**src/rtl/pwm_oc_pkg.sv**
```systemverilog
package pwm_oc_pkg;
  localparam int DT_W  = 8;
  localparam int NPAIR = 2;
  localparam int NOUT  = 2 * NPAIR;
  localparam int AW    = 2;
  localparam int DW    = DT_W;

  localparam logic [AW-1:0] A_CTL = 2'd0;
  localparam logic [AW-1:0] A_DIS = 2'd1;
  localparam logic [AW-1:0] A_POL = 2'd2;
  localparam logic [AW-1:0] A_DT  = 2'd3;

  typedef struct packed {
    logic             dbl;
    logic [NPAIR-1:0] xov;
    logic [NOUT-1:0]  dis;
    logic [NOUT-1:0]  pol;
    logic [DT_W-1:0]  dt;
  } cfg_t;
endpackage

```
**src/rtl/pwm_oc_regs.sv**
```systemverilog
module pwm_oc_regs
  import pwm_oc_pkg::*;
#(
  parameter logic [DT_W-1:0] DT_RESET = 8'd4
) (
  input  logic          clk_i,
  input  logic          rst_ni,
  input  logic          wr_en_i,
  input  logic [AW-1:0] wr_addr_i,
  input  logic [DW-1:0] wr_data_i,
  input  logic          cyc_start_i,
  input  logic          cyc_mid_i,
  output cfg_t          act_o
);
  localparam cfg_t RST_CFG = '{dbl: 1'b0, xov: '0, dis: '0, pol: '1, dt: DT_RESET};

  cfg_t shd_q, act_q;
  logic load;

  assign load  = cyc_start_i | (cyc_mid_i & act_q.dbl);
  assign act_o = act_q;

  always_ff @(posedge clk_i or negedge rst_ni) begin
    if (!rst_ni) begin
      shd_q <= RST_CFG;
    end else if (wr_en_i) begin
      unique case (wr_addr_i)
        A_CTL: begin
          shd_q.xov <= wr_data_i[NPAIR-1:0];
          shd_q.dbl <= wr_data_i[NPAIR];
        end
        A_DIS:   shd_q.dis <= wr_data_i[NOUT-1:0];
        A_POL:   shd_q.pol <= wr_data_i[NOUT-1:0];
        default: shd_q.dt  <= wr_data_i[DT_W-1:0];
      endcase
    end
  end

  always_ff @(posedge clk_i or negedge rst_ni) begin
    if (!rst_ni)   act_q <= RST_CFG;
    else if (load) act_q <= shd_q;
  end


  act_hold_chk: assert property (@(posedge clk_i) disable iff (!rst_ni)
    (!cyc_start_i && !cyc_mid_i) |=> $stable(act_q));


  mid_ignored_chk: assert property (@(posedge clk_i) disable iff (!rst_ni)
    (cyc_mid_i && !cyc_start_i && !act_q.dbl) |=> $stable(act_q));
endmodule

```
**src/rtl/pwm_oc_pair.sv**
```systemverilog
module pwm_oc_pair
  import pwm_oc_pkg::*;
(
  input  logic            clk_i,
  input  logic            rst_ni,
  input  logic            hi_i,
  input  logic            lo_i,
  input  logic            xov_i,
  input  logic [1:0]      dis_i,   // [0] high side, [1] low side
  input  logic [1:0]      pol_i,
  input  logic [DT_W-1:0] dt_i,
  output logic            hi_o,
  output logic            lo_o
);
  logic       swap_en;
  logic [1:0] sw;
  logic [1:0] pin;

  // swap only valid with both sides enabled and equal polarity
  assign swap_en = xov_i & ~(|dis_i) & (pol_i[0] == pol_i[1]);
  assign sw[0]   = swap_en ? lo_i : hi_i;
  assign sw[1]   = swap_en ? hi_i : lo_i;

  for (genvar s = 0; s < 2; s++) begin : g_side
    logic [DT_W-1:0] cnt_q;
    logic            act;
    logic            pin_q;

    always_ff @(posedge clk_i or negedge rst_ni) begin
      if (!rst_ni)              cnt_q <= '0;
      else if (!sw[s])          cnt_q <= '0;
      else if (cnt_q != '1)     cnt_q <= cnt_q + 1'b1;
    end

    assign act = sw[s] & (cnt_q >= dt_i) & ~sw[1-s];

    always_ff @(posedge clk_i or negedge rst_ni) begin
      if (!rst_ni) pin_q <= 1'b0;
      else         pin_q <= (act & ~dis_i[s]) ^ ~pol_i[s];
    end

    assign pin[s] = pin_q;


    dis_inactive_chk: assert property (@(posedge clk_i) disable iff (!rst_ni)
      dis_i[s] |=> (pin_q == ~$past(pol_i[s])));


    dt_hold_chk: assert property (@(posedge clk_i) disable iff (!rst_ni)
      (sw[s] && !$past(sw[s]) && dt_i != '0) |=> (pin_q == ~$past(pol_i[s])));
  end

  assign hi_o = pin[0];
  assign lo_o = pin[1];


  no_overlap_chk: assert property (@(posedge clk_i) disable iff (!rst_ni)
    !((pin[0] == $past(pol_i[0])) && (pin[1] == $past(pol_i[1]))));
endmodule

```
**src/rtl/pwm_out_ctrl.sv**
```systemverilog
module pwm_out_ctrl
  import pwm_oc_pkg::*;
#(
  parameter logic [DT_W-1:0] DT_RESET = 8'd4
) (
  input  logic          clk_i,
  input  logic          rst_ni,
  input  logic          wr_en_i,
  input  logic [AW-1:0] wr_addr_i,
  input  logic [DW-1:0] wr_data_i,
  input  logic          cyc_start_i,
  input  logic          cyc_mid_i,
  input  logic          ah_i,
  input  logic          al_i,
  input  logic          bh_i,
  input  logic          bl_i,
  output logic          ah_o,
  output logic          al_o,
  output logic          bh_o,
  output logic          bl_o
);
  cfg_t             cfg;
  logic [NPAIR-1:0] tu_hi, tu_lo, pin_hi, pin_lo;

  assign tu_hi = {bh_i, ah_i};
  assign tu_lo = {bl_i, al_i};

  pwm_oc_regs #(.DT_RESET(DT_RESET)) u_regs (
    .clk_i       (clk_i),
    .rst_ni      (rst_ni),
    .wr_en_i     (wr_en_i),
    .wr_addr_i   (wr_addr_i),
    .wr_data_i   (wr_data_i),
    .cyc_start_i (cyc_start_i),
    .cyc_mid_i   (cyc_mid_i),
    .act_o       (cfg)
  );

  for (genvar p = 0; p < NPAIR; p++) begin : g_pair
    pwm_oc_pair u_pair (
      .clk_i  (clk_i),
      .rst_ni (rst_ni),
      .hi_i   (tu_hi[p]),
      .lo_i   (tu_lo[p]),
      .xov_i  (cfg.xov[p]),
      .dis_i  (cfg.dis[2*p+1 -: 2]),
      .pol_i  (cfg.pol[2*p+1 -: 2]),
      .dt_i   (cfg.dt),
      .hi_o   (pin_hi[p]),
      .lo_o   (pin_lo[p])
    );
  end

  assign ah_o = pin_hi[0];
  assign al_o = pin_lo[0];
  assign bh_o = pin_hi[1];
  assign bl_o = pin_lo[1];
endmodule

```
**config.mk**
```make
export PLATFORM = sky130hd
export DESIGN_NAME = pwm_out_ctrl
export DESIGN_NICKNAME = d
export VERILOG_FILES = /design/src/rtl/pwm_oc_pkg.sv /design/src/rtl/pwm_oc_regs.sv /design/src/rtl/pwm_oc_pair.sv /design/src/rtl/pwm_out_ctrl.sv
export SDC_FILE = /design/constraint.sdc
export NUM_CORES = 1
export LEC_CHECK = 0
export BUFFER_PORTS_ARGS = -buffer_cell sky130_fd_sc_hd__buf_2
export CAP_MARGIN = 20
export CELL_PAD_IN_SITES_DETAIL_PLACEMENT = 0
export CELL_PAD_IN_SITES_GLOBAL_PLACEMENT = 1
export CORE_MARGIN = 5
export CORE_UTILIZATION = 49
export CTS_CLUSTER_DIAMETER = 30
export DETAILED_ROUTE_END_ITERATION = 8
export PLACE_DENSITY = 0.78
export SETUP_SLACK_MARGIN = 0.1
export SYNTH_ARGS = -nofsm -noshare
export SYNTH_HDL_FRONTEND = slang
export SYNTH_HIERARCHICAL = 1
export SYNTH_SLANG_ARGS = --single-unit
```
**constraint.sdc**
```tcl
create_clock -name clk_i -period 2.2 [get_ports clk_i]
set_clock_uncertainty 0.1 [all_clocks]
set_input_delay 0.33 -clock clk_i [delete_from_list [all_inputs] [get_ports clk_i]]
set_output_delay 0.33 -clock clk_i [all_outputs]
set_load 0.01 [all_outputs]
```
## Yosys cells after proc, flatten, opt, wreduce, memory -nomap -nowiden

Index checks and enable logic that the tools add are counted.
W data, S select, Z words.

- Equality and inequality tests: 12
- Add/sub/neg operators: 4
- $lt $le $gt $ge: 4
- Muxes and demuxes: 12
- Bitwise gates (word level): 37
- Reduce and logical (&&, ||, !) cells: 8

Operators by type and width:

| cell | number |
|---|---|
| $mux W8 | 8 |
| $add A8 B1 Y8 const B | 4 |
| $ge A8 B8 Y1 | 4 |
| $ne A8 B8 Y1 const B | 4 |
| $and A1 B1 Y1 | 17 |
| $not A1 Y1 | 15 |
| $ne A2 B2 Y1 const B | 4 |
| $reduce_and A2 Y1 | 4 |
| $mux W1 | 4 |
| $reduce_or A2 Y1 | 2 |
| $xor A1 B1 Y1 | 4 |
| $reduce_or A3 Y1 | 1 |
| $eq A1 B1 Y1 | 2 |
| $eq A2 B1 Y1 const B | 1 |
| $eq A2 B2 Y1 const B | 1 |
| $logic_not A2 Y1 | 1 |
| $or A1 B1 Y1 | 1 |

- Output and inout bits: 4
- Word-level logic and storage cells: 95
- Bits of input ports: 19
- Bits in registers: 74

## Logic depth before layout (Yosys ltp)

- Depth after elaboration: 9
- Depth in mapped cells: 7

## Hierarchy

The synthesis kept the hierarchy.

By module, submodules not included:

| module | times used | seq. area each (um^2) | area each (um^2) | cells an instance |
|---|---|---|---|---|
| pwm_oc_pair | 2 | 450.4 | 1282.5 | 136 |
| pwm_oc_regs | 1 | 963.4 | 1503.9 | 83 |

## Least setup slack after synthesis

No wires, ideal clock.

- Kind: register -> register
- Start point: register u_regs.act_q, in the netlist u_regs/act_o[2]
- End point: register g_pair[0].u_pair.g_side[0].pin_q
- Library setup time: 0.079 ns
- Cell stages (with the launch flop): 8
- Data required time: 2.021 ns
- Slack: 0.384 ns
- Clock period less this slack: 1.816 ns
- Arrival time: 1.637 ns
- Path buffers: 0
- Path through: dfstp_2 inv_1 ha_1 a211o_1 a31oi_1 nor4_1 o22ai_1 xor2_1

- Word-level cells in the longest chain between the ends: 5

RTL lines:

| element | line | source |
|---|---|---|
| from (decl) | pwm_oc_regs.sv:17 | `cfg_t shd_q, act_q;` |
| from (signal assigned) | pwm_oc_regs.sv:41 | `else if (load) act_q <= shd_q;` |
| $ge A8 B8 Y1 | pwm_oc_pair.sv:35 | `assign act = sw[s] & (cnt_q >= dt_i) & ~sw[1-s];` |
| $and A1 B1 Y1 (2 in series) | pwm_oc_pair.sv:35 |  |
| $and A1 B1 Y1 | pwm_oc_pair.sv:39 | `else pin_q <= (act & ~dis_i[s]) ^ ~pol_i[s];` |
| $xor A1 B1 Y1 | pwm_oc_pair.sv:39 |  |
| to (signal assigned) | pwm_oc_pair.sv:39 |  |
| to (decl) | pwm_oc_pair.sv:27 | `logic pin_q;` |

Every way passes these cells.
A chain may end at the register's enable or synchronous reset.

## Worst setup path after layout

Same ends and word-level chain as after synthesis.

==> results.toml <==
[run_status]
outcome = "finished clean"

[clock_tree]
cts_buffers = 9
clk_latency_ps = 340
tritoncts = "done"
cts_max_level = 3
clock-sinks = 74
ctsResizeCount = 0
cts.path.max_buffers = 2
cts.clk_slew.worst_paths_ps = 90
ctsHoldBuffers = 1
root_buffer = "clkbuf_8"
cts_setup_buffers = 0

[hold_path]
hold_depth = 2
hp-class = "input pin to flop"

[timing]
fin_tns_setup_ps = 0
period_minus_slack_ps = 1930
worst_pin_slew_ps = 544
setup_viol = 0
hold_viol_final = 0
finalCritPeriodShare = 0.877
max_freq_mhz = 519
rsz0062_at_grt = "no"
drv_slew = 0
maxSlewHeadroom = 0.630

[drt]
initialDrtViolationCount = 43
dr_total_vias = 2685
avgViaCountPerCell = 5.35
ant_nets = 0
routed_wl_um = 7600
drc_errors = 0
wl_per_cell_um = 15.1
dr.pass1.iters = 4

[logic_synthesis]
synth_edf_count = 0
synth_seq_cells = 74
seq_area_frac_synth = 0.458
syn-num-nets = 410
synth_top_area_frac = 0.394
synth_cell_types = 37
yosysTopAreaCell = "dfrtp_1"
syn_inst = 355
ys_warn_count = 6
syn_avg_cell_area_um2 = 11.5
async_reset_ff_frac = 1.00
synth.area.top_cells = "dfrtp_1, ha_1, mux2_2"
synth.cell_area_um2 = 4070
ys.flop_type = "dfrtp_1"

[floorplanning]
fp.dieH_um = 101
dieArea_um2 = 10200
die_w_um = 101
ioPinCount = 23
placementRows = 33
initial_core_util = 0.500
core_area_um2 = 8130

[power_and_ir_drop]
p_leak_nw = 2.17
power_density_nw_per_um2 = 834
ir_drop_v = 0.000497
power_w = 0.00379

[setup_path]
critPathBufInv = 1
start_kind = "flop"
crit_chain = "inv_1 -> ha_1 -> a211o_1 -> a31oi_1 -> nor4_1 -> o22ai_1 -> xor2_1"
slowest_delay_ps = 540
crit_fanout = 3
path_delay_family = "compound AO/OA/AOI/OAI gates"
endpoint_kind = "flop"
critical_path_arrival_ps = 2090
cp_slowest_cell = "dfstp_2"
crit_type = "flop to flop"
required_ps = 2370
reg2reg_depth = 7
cp.depth = 7

[grt]
antenna_found_initial = 0
grt_pass1_wl_um = 13400
overflow = 0
grtUsageTotal = 0.166
grt_max_degree = 35
grt_pass1_vias = 2730

[placed_design]
hpwl_um = 5750
finalWeightedCongestion = 0.774
io_buffers = 22
placed_area_um2 = 4340
dpl.cell_count = 485

[final_layout]
post-route-util = 0.559
fillers = 707
nets = 447
antenna_cells = 0
final_area_um2 = 4550
layout-drive-gt1-share = 0.257
syn_to_final_growth_pct = 11.7
seqCellArea_um2 = 1860
multiInputGateArea_um2 = 2110
final_cells = 502

[flow_run]
cap_violations = 0
[registers in the layout (all words and copies together), names as in the netlist]
signal,flops
g_pair.u_pair/g_side.cnt_q,32
g_pair.u_pair/hi_o,2
g_pair.u_pair/lo_o,2
u_regs/act_o,19
u_regs/shd_q,19
[final cells by class]
type,instances,area share
clock buffers,9,0.0272
clock inverters,7,0.0171
inverters,20,0.0165
multi-input cells,260,0.464
flip-flops and latches,74,0.410
well taps,105,0.0289
repair buffers,27,0.0363
[worst paths after layout]
path / end / startpoint / slack (ps)
max: g_pair[0].u_pair/hi_o / u_regs/act_o[2] / 270
min: u_regs/shd_q[4] / wr_data_i[4] / 140
max reg2reg: g_pair[0].u_pair/hi_o / u_regs/act_o[2] / 270
min reg2reg: u_regs/act_o[5] / u_regs/shd_q[5] / 400
max in group asynchronous: u_regs/shd_q[10] / rst_ni / 970
min in group asynchronous: g_pair[0].u_pair/g_side[1].cnt_q[7] / rst_ni / 370
[synthesized netlist by cell type (8+ instances only)]
cell type  count
dfstp_2       10
nand3_1       20
nand2b_1       8
mux2_2        27
a21oi_1        8
o21ai_0       12
inv_1         20
mux2i_1        8
xor2_1         8
dfrtp_1       64
nand2_1       16
nor2_1        37
ha_1          36
a31oi_1       10
mux2_4        10
[layer usage]
layer / GRT usage / share of wire
met4: 0.0552 / 0.0082
met1: 0.230 / 0.50
met3: 0.0270 / 0.025
met5: 0 / 0
met2: 0.266 / 0.47
[layout by cell type (no fill, tap or decap), types with 2 or more instances in the layout]
master / instances
a211o_1: 4
nor3_1: 2
dfstp_2: 10
nand4_1: 2
mux2_4: 10
xor2_1: 8
and3_1: 4
nor2_1: 37
xnor2_1: 4
nor4_1: 4
inv_6: 2
and2_1: 4
a21oi_1: 8
buf_4: 4
dfrtp_1: 64
a31oi_1: 10
o22ai_1: 4
nor3b_1: 4
nand3b_1: 2
nand3_1: 20
inv_1: 20
o21a_1: 4
nand3_4: 2
mux2_2: 27
and4bb_1: 4
clkinv_4: 2
o21ai_0: 12
mux2i_1: 8
nand4_2: 2
nand2b_1: 8
mux2i_2: 4
ha_1: 36
nand2_1: 16
clkbuf_8: 9
buf_2: 21
a211oi_1: 4
xnor2_2: 2
[power by group]
part	internal [W]	switching, W
sequential	0.00162	0.000206
combinational	0.000462	0.000431
clock	0.000534	0.000542
total	0.00261	0.00118
[cell families (layout without fill, tap and decap cells)]
group | after synthesis | in the layout | share of synthesized area
AND/OR/NAND/NOR | 113 | 113 | 0.153
flip-flops | 74 | 74 | 0.458
multiplexers | 49 | 49 | 0.145
AO/OA/AOI/OAI | 48 | 48 | 0.0756
adder cells (fa/ha/maj) | 36 | 36 | 0.111
buffers and inverters | 21 | 63 | 0.0234
XOR/XNOR | 14 | 14 | 0.0338
[metrics by stage]
| stage | worst slack [ps] | hold WS [ps] |
|---|---|---|
| after CTS | 266 | 126 |
| after global routing | 138 | 112 |
| after detailed placement | 276 | 212 |
| after floorplan | 384 | -65.6 |
| after global placement | 314 | 209 |
| final | 272 | 144 |
Power figures use the tool's default switching activity.
